File: src/rtl/fg_pkg.sv
// Package fg_pkg: constants and types shared by the protection guard.
// Assumes a 32-bit protection word and a 32-bit key split into 16-bit halves.
package fg_pkg;
    localparam int WORD_W   = 32;
    localparam int HALF_W   = WORD_W / 2;
    localparam int MODE_W   = 8;
    localparam int CODE_W   = 8;
    localparam int KEN_BIT  = 6;   // key enable
    localparam int BAD_BIT  = 5;   // must be clear for a save
    localparam logic [MODE_W-1:0] MODE_RST  = 8'h80;
    localparam logic [CODE_W-1:0] OP_SAVE   = 8'h0C;
    localparam logic [CODE_W-1:0] OP_ERASE  = 8'h0D;
    localparam logic [WORD_W-1:0] KEY_LOCK  = 32'hDEAD_DEAD;
    localparam logic [WORD_W-1:0] KEY_BLANK = 32'hFFFF_FFFF;

    typedef enum logic [2:0] {
        RA_MODE  = 3'd0,
        RA_KEYLO = 3'd1,
        RA_KEYHI = 3'd2,
        RA_STAGE = 3'd3,
        RA_VOL   = 3'd4,
        RA_STAT  = 3'd5,
        RA_ACT   = 3'd6
    } reg_addr_e;

    typedef enum logic [1:0] {
        SQ_IDLE  = 2'd0,
        SQ_SAVE  = 2'd1,
        SQ_ERASE = 2'd2
    } seq_state_e;
endpackage

File: src/rtl/fg_nvstore.sv
// Module fg_nvstore: behavioural non-volatile store for the persistent
// protection word and its key. It has no reset, so its contents survive rst_n.
// It starts blank (all ones). Erase takes priority over write.
module fg_nvstore
    import fg_pkg::*;
(
    input  logic              clk,
    input  logic              wr_en,
    input  logic              erase_en,
    input  logic [WORD_W-1:0] wr_prot,
    input  logic [WORD_W-1:0] wr_key,
    output logic [WORD_W-1:0] prot_q,
    output logic [WORD_W-1:0] key_q
);
    logic [WORD_W-1:0] prot_r = '1;
    logic [WORD_W-1:0] key_r  = KEY_BLANK;

    // Update the stored word and key on erase or on an accepted save.
    always_ff @(posedge clk) begin
        if (erase_en) begin
            prot_r <= '1;
            key_r  <= KEY_BLANK;
        end else if (wr_en) begin
            prot_r <= wr_prot;
            key_r  <= wr_key;
        end
    end

    assign prot_q = prot_r;
    assign key_q  = key_r;
endmodule

File: src/rtl/fg_keyseq.sv
// Module fg_keyseq: runs the save and mass-erase commands. The verdict is
// decided when the command is taken. The store is written in the final busy
// cycle, and pass or fail is latched when busy ends.
// Assumes SAVE_CYCLES >= 1. Commands that arrive while busy are dropped.
module fg_keyseq
    import fg_pkg::*;
#(
    parameter int SAVE_CYCLES = 4
) (
    input  logic              clk,
    input  logic              rst_n,
    input  logic              cmd_valid,
    input  logic [CODE_W-1:0] cmd_code,
    input  logic [MODE_W-1:0] mode_q,
    input  logic [WORD_W-1:0] stage_q,
    input  logic [WORD_W-1:0] key_in,
    input  logic [WORD_W-1:0] nv_key,
    output logic              busy,
    output logic              pass,
    output logic              fail,
    output logic              st_wr,
    output logic              st_erase,
    output logic [WORD_W-1:0] st_prot,
    output logic [WORD_W-1:0] st_key
);
    localparam int CNT_W = $clog2(SAVE_CYCLES + 1);
    localparam logic [CNT_W-1:0] CNT_LAST = CNT_W'(SAVE_CYCLES - 1);

    seq_state_e        state_q;
    logic [CNT_W-1:0]  cnt_q;
    logic              verdict_q;
    logic              pass_q;
    logic              fail_q;
    logic [WORD_W-1:0] prot_cap;
    logic [WORD_W-1:0] key_cap;
    logic              key_accept;
    logic              mode_ok;
    logic              save_ok;

    // Decide whether a save issued now would be accepted.
    always_comb begin
        key_accept = (nv_key != KEY_LOCK) &&
                     ((nv_key == KEY_BLANK) || (nv_key == key_in));
        mode_ok    = mode_q[KEN_BIT] && !mode_q[BAD_BIT];
        save_ok    = key_accept && mode_ok;
    end

    // Take commands, count the busy window and latch the result.
    always_ff @(posedge clk) begin
        if (!rst_n) begin
            state_q   <= SQ_IDLE;
            cnt_q     <= '0;
            verdict_q <= 1'b0;
            pass_q    <= 1'b0;
            fail_q    <= 1'b0;
            prot_cap  <= '0;
            key_cap   <= '0;
        end else begin
            case (state_q)
                SQ_IDLE: begin
                    if (cmd_valid && cmd_code == OP_SAVE) begin
                        state_q   <= SQ_SAVE;
                        cnt_q     <= CNT_LAST;
                        verdict_q <= save_ok;
                        prot_cap  <= stage_q;
                        key_cap   <= key_in;
                        pass_q    <= 1'b0;
                        fail_q    <= 1'b0;
                    end else if (cmd_valid && cmd_code == OP_ERASE) begin
                        state_q   <= SQ_ERASE;
                        cnt_q     <= CNT_LAST;
                        verdict_q <= 1'b1;
                        pass_q    <= 1'b0;
                        fail_q    <= 1'b0;
                    end
                end
                default: begin
                    if (cnt_q == '0) begin
                        state_q <= SQ_IDLE;
                        pass_q  <= verdict_q;
                        fail_q  <= !verdict_q;
                    end else begin
                        cnt_q <= cnt_q - 1'b1;
                    end
                end
            endcase
        end
    end

    assign busy     = (state_q != SQ_IDLE);
    assign pass     = pass_q;
    assign fail     = fail_q;
    assign st_wr    = (state_q == SQ_SAVE) && (cnt_q == '0) && verdict_q;
    assign st_erase = (state_q == SQ_ERASE) && (cnt_q == '0);
    assign st_prot  = prot_cap;
    assign st_key   = key_cap;
endmodule

File: src/rtl/fg_access.sv
// Module fg_access: combinational allow/deny decision for a single access.
// Assumes active-low protection bits. Bit WORD_W-1 gates debug reads and the
// lower bits guard page groups of GROUP_PAGES pages each.
module fg_access
    import fg_pkg::*;
#(
    parameter int PAGE_W      = 7,
    parameter int GROUP_PAGES = 4
) (
    input  logic [WORD_W-1:0] act_word,
    input  logic [WORD_W-1:0] vol_word,
    input  logic [PAGE_W-1:0] acc_page,
    input  logic              acc_write,
    input  logic              acc_dbg_read,
    output logic              acc_allow
);
    localparam int SHIFT   = $clog2(GROUP_PAGES);
    localparam int GUARDED = WORD_W - 1;
    localparam int IDX_W   = $clog2(WORD_W);

    logic [WORD_W-1:0] eff;
    logic [PAGE_W-1:0] grp;
    logic              grp_open;

    // Merge both words, find the page group and pick the bit that applies.
    always_comb begin
        eff = act_word & vol_word;
        grp = acc_page >> SHIFT;
        if (grp < PAGE_W'(GUARDED)) grp_open = eff[grp[IDX_W-1:0]];
        else                        grp_open = 1'b1;
        if (acc_write)         acc_allow = grp_open;
        else if (acc_dbg_read) acc_allow = eff[WORD_W-1];
        else                   acc_allow = 1'b1;
    end
endmodule

File: src/rtl/flash_guard.sv
// Module flash_guard: top of the flash protection guard. It holds the register
// file (mode, key halves, staged persistent word, volatile word) and the active
// persistent copy, which is reloaded from the store on every reset.
// Assumes synchronous active-low reset and a single-cycle register bus.
module flash_guard
    import fg_pkg::*;
#(
    parameter int PAGE_W      = 7,
    parameter int GROUP_PAGES = 4,
    parameter int SAVE_CYCLES = 4,
    parameter int ADDR_W      = 3
) (
    input  logic              clk,
    input  logic              rst_n,
    input  logic              bus_wr,
    input  logic [ADDR_W-1:0] bus_addr,
    input  logic [WORD_W-1:0] bus_wdata,
    output logic [WORD_W-1:0] bus_rdata,
    input  logic              cmd_valid,
    input  logic [CODE_W-1:0] cmd_code,
    output logic              stat_busy,
    output logic              stat_pass,
    output logic              stat_fail,
    input  logic [PAGE_W-1:0] acc_page,
    input  logic              acc_write,
    input  logic              acc_dbg_read,
    output logic              acc_allow
);
    logic [MODE_W-1:0] mode_q;
    logic [HALF_W-1:0] keylo_q;
    logic [HALF_W-1:0] keyhi_q;
    logic [WORD_W-1:0] stage_q;
    logic [WORD_W-1:0] vol_q;
    logic [WORD_W-1:0] act_prot;
    logic [WORD_W-1:0] nv_prot;
    logic [WORD_W-1:0] nv_key;
    logic [WORD_W-1:0] key_in;
    logic              st_wr;
    logic              st_erase;
    logic [WORD_W-1:0] st_prot;
    logic [WORD_W-1:0] st_key;
    logic [2:0]        stat_word;

    assign key_in = {keyhi_q, keylo_q};

    // Software-visible registers: reset defaults and bus writes.
    always_ff @(posedge clk) begin
        if (!rst_n) begin
            mode_q  <= MODE_RST;
            keylo_q <= '0;
            keyhi_q <= '0;
            stage_q <= '0;
            vol_q   <= '1;
        end else if (bus_wr) begin
            case (bus_addr)
                ADDR_W'(RA_MODE):  mode_q  <= bus_wdata[MODE_W-1:0];
                ADDR_W'(RA_KEYLO): keylo_q <= bus_wdata[HALF_W-1:0];
                ADDR_W'(RA_KEYHI): keyhi_q <= bus_wdata[HALF_W-1:0];
                ADDR_W'(RA_STAGE): stage_q <= bus_wdata;
                ADDR_W'(RA_VOL):   vol_q   <= bus_wdata;
                default: ;
            endcase
        end
    end

    // Active persistent copy: loaded from the store only while in reset.
    always_ff @(posedge clk) begin
        if (!rst_n) act_prot <= nv_prot;
    end

    // Register read mux.
    always_comb begin
        case (bus_addr)
            ADDR_W'(RA_MODE):  bus_rdata = {{(WORD_W-MODE_W){1'b0}}, mode_q};
            ADDR_W'(RA_KEYLO): bus_rdata = {{HALF_W{1'b0}}, keylo_q};
            ADDR_W'(RA_KEYHI): bus_rdata = {{HALF_W{1'b0}}, keyhi_q};
            ADDR_W'(RA_STAGE): bus_rdata = stage_q;
            ADDR_W'(RA_VOL):   bus_rdata = vol_q;
            ADDR_W'(RA_STAT):  bus_rdata = {{(WORD_W-3){1'b0}}, stat_word};
            ADDR_W'(RA_ACT):   bus_rdata = act_prot;
            default:           bus_rdata = '0;
        endcase
    end

    assign stat_word = {stat_fail, stat_pass, stat_busy};

    fg_nvstore u_store (
        .clk      (clk),
        .wr_en    (st_wr),
        .erase_en (st_erase),
        .wr_prot  (st_prot),
        .wr_key   (st_key),
        .prot_q   (nv_prot),
        .key_q    (nv_key)
    );

    fg_keyseq #(.SAVE_CYCLES(SAVE_CYCLES)) u_seq (
        .clk       (clk),
        .rst_n     (rst_n),
        .cmd_valid (cmd_valid),
        .cmd_code  (cmd_code),
        .mode_q    (mode_q),
        .stage_q   (stage_q),
        .key_in    (key_in),
        .nv_key    (nv_key),
        .busy      (stat_busy),
        .pass      (stat_pass),
        .fail      (stat_fail),
        .st_wr     (st_wr),
        .st_erase  (st_erase),
        .st_prot   (st_prot),
        .st_key    (st_key)
    );

    fg_access #(.PAGE_W(PAGE_W), .GROUP_PAGES(GROUP_PAGES)) u_acc (
        .act_word     (act_prot),
        .vol_word     (vol_q),
        .acc_page     (acc_page),
        .acc_write    (acc_write),
        .acc_dbg_read (acc_dbg_read),
        .acc_allow    (acc_allow)
    );
endmodule

File: config.mk
export PLATFORM = sky130hd
export DESIGN_NAME = flash_guard
export DESIGN_NICKNAME = d
export VERILOG_FILES = /design/src/rtl/fg_pkg.sv /design/src/rtl/fg_nvstore.sv /design/src/rtl/fg_keyseq.sv /design/src/rtl/fg_access.sv /design/src/rtl/flash_guard.sv
export SDC_FILE = /design/constraint.sdc
export NUM_CORES = 1
export LEC_CHECK = 0
export ABC_AREA = 1
export BUFFER_PORTS_ARGS = -buffer_cell sky130_fd_sc_hd__clkbuf_2
export CORE_MARGIN = 2
export CORE_UTILIZATION = 53
export DETAILED_ROUTE_END_ITERATION = 7
export PLACE_DENSITY = 0.81
export SYNTH_ARGS = -nofsm -noshare
export SYNTH_HDL_FRONTEND = slang
export SYNTH_SLANG_ARGS = --single-unit
File: constraint.sdc
create_clock -name clk -period 5.1 [get_ports clk]
set_input_delay 0.51 -clock clk [delete_from_list [all_inputs] [get_ports clk]]
set_output_delay 0.51 -clock clk [all_outputs]
set_load 0.05 [all_outputs]
---- Yosys cells after proc, flatten, opt, wreduce, memory -nomap -nowiden ----
Index checks and enable logic that the tools add are counted.
word-level totals
  RAM bits ................................ 0
  ROM bits ................................ 0
  memories kept ........................... 0
  bits in registers ....................... 272
  bits in latches ......................... 0
  word-level logic and storage cells ...... 82
  input bits .............................. 56
  output and inout port bits .............. 36
operators by class
  magnitude comparators ................... 2
  add/sub/neg operators ................... 1
  reduce and logical (&&, ||, !) cells .... 26
  shift-type cells ........................ 0
  divide/modulo/power cells ............... 0
  multipliers ............................. 0
  equality and inequality tests ........... 15
  muxes and demuxes ....................... 22
  bitwise operators ....................... 1
operator list
  cell                                                                     number
  32-bit case mux with 7 select lines                                      1
  32-bit bitwise AND                                                       1
  32-bit equality test                                                     1
  32-bit equality test, second input constant                              1
  32-bit inequality test, second input constant                            1
  2-bit AND reduction                                                      9
  8-bit by 4-bit equality test with 1-bit output, second input constant    2
  1-bit 2-to-1 mux                                                         12
  3-bit 2-to-1 mux                                                         4
  3-bit equality test, second input constant                               3
  1-bit logical AND                                                        8
  2-bit 2-to-1 mux                                                         4
  3-bit by 2-bit equality test with 1-bit output, second input constant    2
  3-bit logical NOT                                                        2
  5-bit by 6-bit < comparator with 1-bit output, second input constant     1
  2-bit nonzero test                                                       3
  1-bit binary-select mux with 5-bit select                                1
  5-bit < comparator, second input constant                                1
  3-bit by 1-bit equality test with 1-bit output, second input constant    1
  3-bit by 1-bit inequality test with 1-bit output, second input constant  1
  3-bit by 1-bit subtractor with 3-bit output, second input constant       1
  2-bit by 1-bit equality test with 1-bit output, second input constant    1
  2-bit equality test, second input constant                               1
  1-bit logical NOT                                                        2
  3 further kinds                                                          3

---- Depth between registers and ports, before layout ----
  depth in word-level cells ............... 5
  depth in mapped cells ................... 12
  gate-level depth less buffers ........... 11

---- Hierarchy ----
A second synthesis with hierarchy kept.
second synthesis, totals
  cell total of the unflattened synthesis .. 1734
  area total of the unflattened synthesis .. 12286.8 um2
by module, submodules not included
  module       times used  area an instance (um2)  cells each  seq. area each (um2)
  flash_guard  1           6301.0                  897         3042.9
  fg_keyseq    1           3305.7                  461         1441.4
  fg_nvstore   1           2239.6                  277         1281.2
  fg_access    1           440.4                   99          0.0

---- Worst setup path after synthesis ----
Ideal clock, no wire load.
  path type ............................... input to output
  start ................................... input bus_addr[2]
  end ..................................... output bus_rdata[15]
  stages .................................. 4
  setup slack ............................. 2584 ps
  path buffers ............................ 1
  data arrival time ....................... 2006 ps
  required time ........................... 4590 ps
  cell sequence ........................... nor3_1 inv_1 clkbuf_1 o221ai_1
between the ends
  longest elaborated chain between the ends .. 2
  elaborated cells on any way between the ends .. 8
  those cells by class .................... eq/ne (6); mux (1); reduce/logical (1)
ends and longest elaborated chain
  what                                               RTL line           source
  start, declared                                    flash_guard.sv:16  input logic [ADDR_W-1:0] bus_addr,
  3-bit equality test, or another cell as far along  flash_guard.sv:73  case (bus_addr)
  32-bit case mux with 7 select lines *              flash_guard.sv:73
  end, declared                                      flash_guard.sv:18  output logic [WORD_W-1:0] bus_rdata,
Every way passes the cells marked *; elsewhere a longest branch is shown, timed or not.

---- Worst setup path after layout ----
  start ................................... input acc_page[2]
  end ..................................... output acc_allow
between the ends
  longest elaborated chain between the ends .. 4
  elaborated cells on any way between the ends .. 5
  those cells by class .................... order compare (1); mux (4)
ends and longest elaborated chain
  what                                       RTL line           source
  start, declared                            flash_guard.sv:24  input logic [PAGE_W-1:0] acc_page,
  1-bit binary-select mux with 5-bit select  fg_access.sv:29    if (grp < PAGE_W'(GUARDED)) grp_open = eff[grp[IDX_W-1:0]];
  1-bit 2-to-1 mux (not written as such)     fg_access.sv:29
  1-bit 2-to-1 mux *                         fg_access.sv:29
  1-bit 2-to-1 mux *                         fg_access.sv:31    if (acc_write) acc_allow = grp_open;
  end, declared                              flash_guard.sv:27  output logic acc_allow
Every way passes the cells marked *; elsewhere a longest branch is shown, timed or not. The select of a mux whose other input is x is not followed.

==> results by group <==
CTS
  • Worst-Skew Late Latency: 0.53 ns
  • CTS tree: yes
  • TritonCTS buffer count: 28
  • CTS resizes: 0
  • Postcts setup bufs: 0
  • CTS sink count: 272
  • H-tree levels: 1
  • CTS hold repair buffers: 0
  • CTS root buf: clkbuf_16
  • Clock buffer depth: 3
  • Clk slew on worst S/H paths: 0.06 ns

Logic synthesis
  • Post-synth top flop: dfxtp_1
  • Seq/Total Area, Yosys: 0.527
  • Share of the synthesized area in the top cell type: 0.440
  • Post-synth top area cell: dfxtp_1
  • Synth top area cells: dfxtp_1, nand2_1, edfxtp_1, nand3_1, a21oi_1
  • Distinct cells, synth: 30
  • Warnings, synthesis: 0
  • Post-synth top cells: nand2_1, dfxtp_1, nand3_1
  • Number of synthesized flops with an enable pin: 32
  • Synthesized area: 10900 sq um
  • Mapped Avg Cell Area: 7.96 sq um
  • Most frequent cell after synthesis: nand2_1
  • Syn_nets: 1432
  • Syn Inst Count: 1374
  • Synth Register Bits: 272
  • Asr flop ratio synth: 0

Timing
  • Worst Clk Skew: 0.00847 ns
  • Crit share post-route: 0.633
  • Setup ws final: 1.87 ns
  • Setup tns final: 0 ns
  • Worst-margin pin slew: 1.15 ns
  • Fmax: 0.310 GHz
  • Tmin final: 3.23 ns
  • Slew headroom: 0.230
  • RSZ-0062 raised after global routing: no
  • Setup Viol. Count Final: 0
  • Fin. max-slew vios: 0
  • Hold Vio Cnt, Final: 0

Drt
  • Via density: 5.76
  • Drt pass-1 iters: 5
  • Post-DRT Antenna Nets: 0
  • WL/cell: 17.9 microns
  • # DRC: 0
  • Via Count: 9873
  • DRT iter0 DRCs: 1001
  • Final wirelength: 30600 microns

Global route
  • GRT Util Overall: 0.273
  • Met2 Usage GRT: 0.440
  • First-pass GRT wire length: 48000 microns
  • GR Overflow Total: 0
  • Largest net degree at the start of global routing: 80
  • Vias in the first global route: 9349
  • Initial antenna violation count: 1
  • Met1 Track Usage GR: 0.376
  • Met3 Use GR: 0.0506
  • Grt peak-use layer: met2

Power
  • Internal Power: 3.68 mW
  • Switch share: 0.243
  • Peak supply drop: 304 uV
  • Power Dens Cells: 389 nW/um^2
  • Sequential Power Share: 0.480
  • Clock network fraction of total power: 0.439
  • Net Sw Power: 1.18 mW
  • LEAKAGE: 5.21 nW
  • Comb pwr share: 0.081
  • Power, Total: 4.86 mW

Finish
  • Share of cells above drive strength 1: 0.111
  • Nets: 1478
  • Layout Cells excl Fill: 1713
  • Area Overhead vs Synth: 14.2%

Critical path
  • Setup crit end kind: primary output
  • Max FO, Critical Path: 17
  • Setup CP Type: in2out
  • Crit start category: primary input
  • CP Data Required Time: 4.59 ns
  • CP Data Arrival Time: 2.72 ns

Placement
  • Place WS: 1.93 ns
  • I/O Buffers: 89
  • Placed insts: 1660
  • Placer Congestion: 0.885
  • Post-DP HPWL: 18900 microns

Die
  • Cell row count: 52
  • Die width: 148 microns
  • Floorplan core area: 20200 sq um
  • Chip Height: 148 microns
  • I/O pin cnt: 92
  • Initial Util: 0.540
  • Die area: 21800 sq um

Run status
  • Status: finished, final reports clean

Run
  • Max-cap viol count: 0

Min path
  • Min-Delay Path Class: in2reg
==> layout make-up <==
type                    count  area (sq um)
multi-input cells         899          4400
inverters                 118           443
clock inverters             9          80.1
well taps                 270           338
fillers                  1720          7750
diodes                      1          2.50
flip-flops and latches    272          5770
clock buffers              43           920
repair buffers            101           538
==> layer usage <==
layer | routed length [microns] | vias up
li1 | - | 4709
met5 | 0 | -
met2 | 14100 | 443
met1 | 13100 | 4659
met3 | 2760 | 62
met4 | 689 | 0
==> flip-flops by register name, summed over array words and instances, names as in the netlist <==
signal           flops
u_seq.fail           1
act_prot            32
u_seq.st_key        32
u_seq.state_q        2
keyhi_q             16
stage_q             32
u_seq.pass           1
keylo_q             16
u_store.prot_q      32
u_seq.verdict_q      1
u_seq.st_prot       32
vol_q               32
mode_q               8
u_seq.cnt_q          3
u_store.key_q       32
==> power by group through the flow <==
stage / Combinational, mW / Clock [mW] / Sequential (mW)
3_5_place_dp: 0.385 / 0 / 2.37
5_1_grt: 0.427 / 2.24 / 2.34
4_1_cts: 0.389 / 2.15 / 2.33
2_1_floorplan: 0.266 / 0 / 2.36
3_3_place_gp: 0.378 / 0 / 2.37
6_report: 0.394 / 2.13 / 2.33
==> cells by family after synthesis <==
| kind of cell | synth area share |
|---|---|
| buffers and inverters | 0.0723 |
| AND/OR/NAND/NOR | 0.205 |
| AO/OA/AOI/OAI | 0.172 |
| XOR/XNOR | 0.0200 |
| flip-flops | 0.527 |
| multiplexers | 0.000916 |
| adder cells (fa/ha/maj) | 0.00229 |
==> critical path, stage by stage <==
cell      delay [ns]
clkbuf_2        0.39
clkinv_1        0.70
nand3_1         0.27
nand3_1         0.09
nand3_1         0.12
nand3_1         0.08
nand3b_1        0.10
nand3_1         0.10
nand2_1         0.07
inv_1           0.04
clkbuf_2        0.22
==> layout by cell type, fill, tap and decap left out, types with 12 or more instances in the layout <==
cell type	Yosys	final
o211ai_1	31	31
nor2_1	59	57
clkbuf_8	0	12
buf_4	2	13
clkbuf_2	0	88
nand3_1	145	144
edfxtp_1	32	32
a21oi_1	140	140
inv_1	113	113
nand2_1	303	302
clkbuf_16	0	30
dfxtp_1	240	240
xnor2_1	23	23
o21ai_0	140	140
nand4_1	12	12
==> final timing paths <==
kind / cells after the start / slack [ns] / startpoint / to
max: 11 / 1.87 / acc_page[2] / acc_allow
min: 3 / 0.20 / bus_wdata[26] / vol_q[26]
max reg2reg: 10 / 2.64 / u_seq.cnt_q[0] / u_store.key_q[23]
min reg2reg: 0 / 0.43 / u_store.prot_q[12] / act_prot[12]
==> metrics by stage <==
step,cell area (sq um),hold slack [ns],utilization
global placement,11500,0.412,0.567
global route,12500,0.207,0.617
finish,12500,0.202,0.617
CTS,12500,0.194,0.617
detailed placement,11500,0.415,0.567
floorplan,10900,0.409,-
Power figures use the tool's default switching activity.
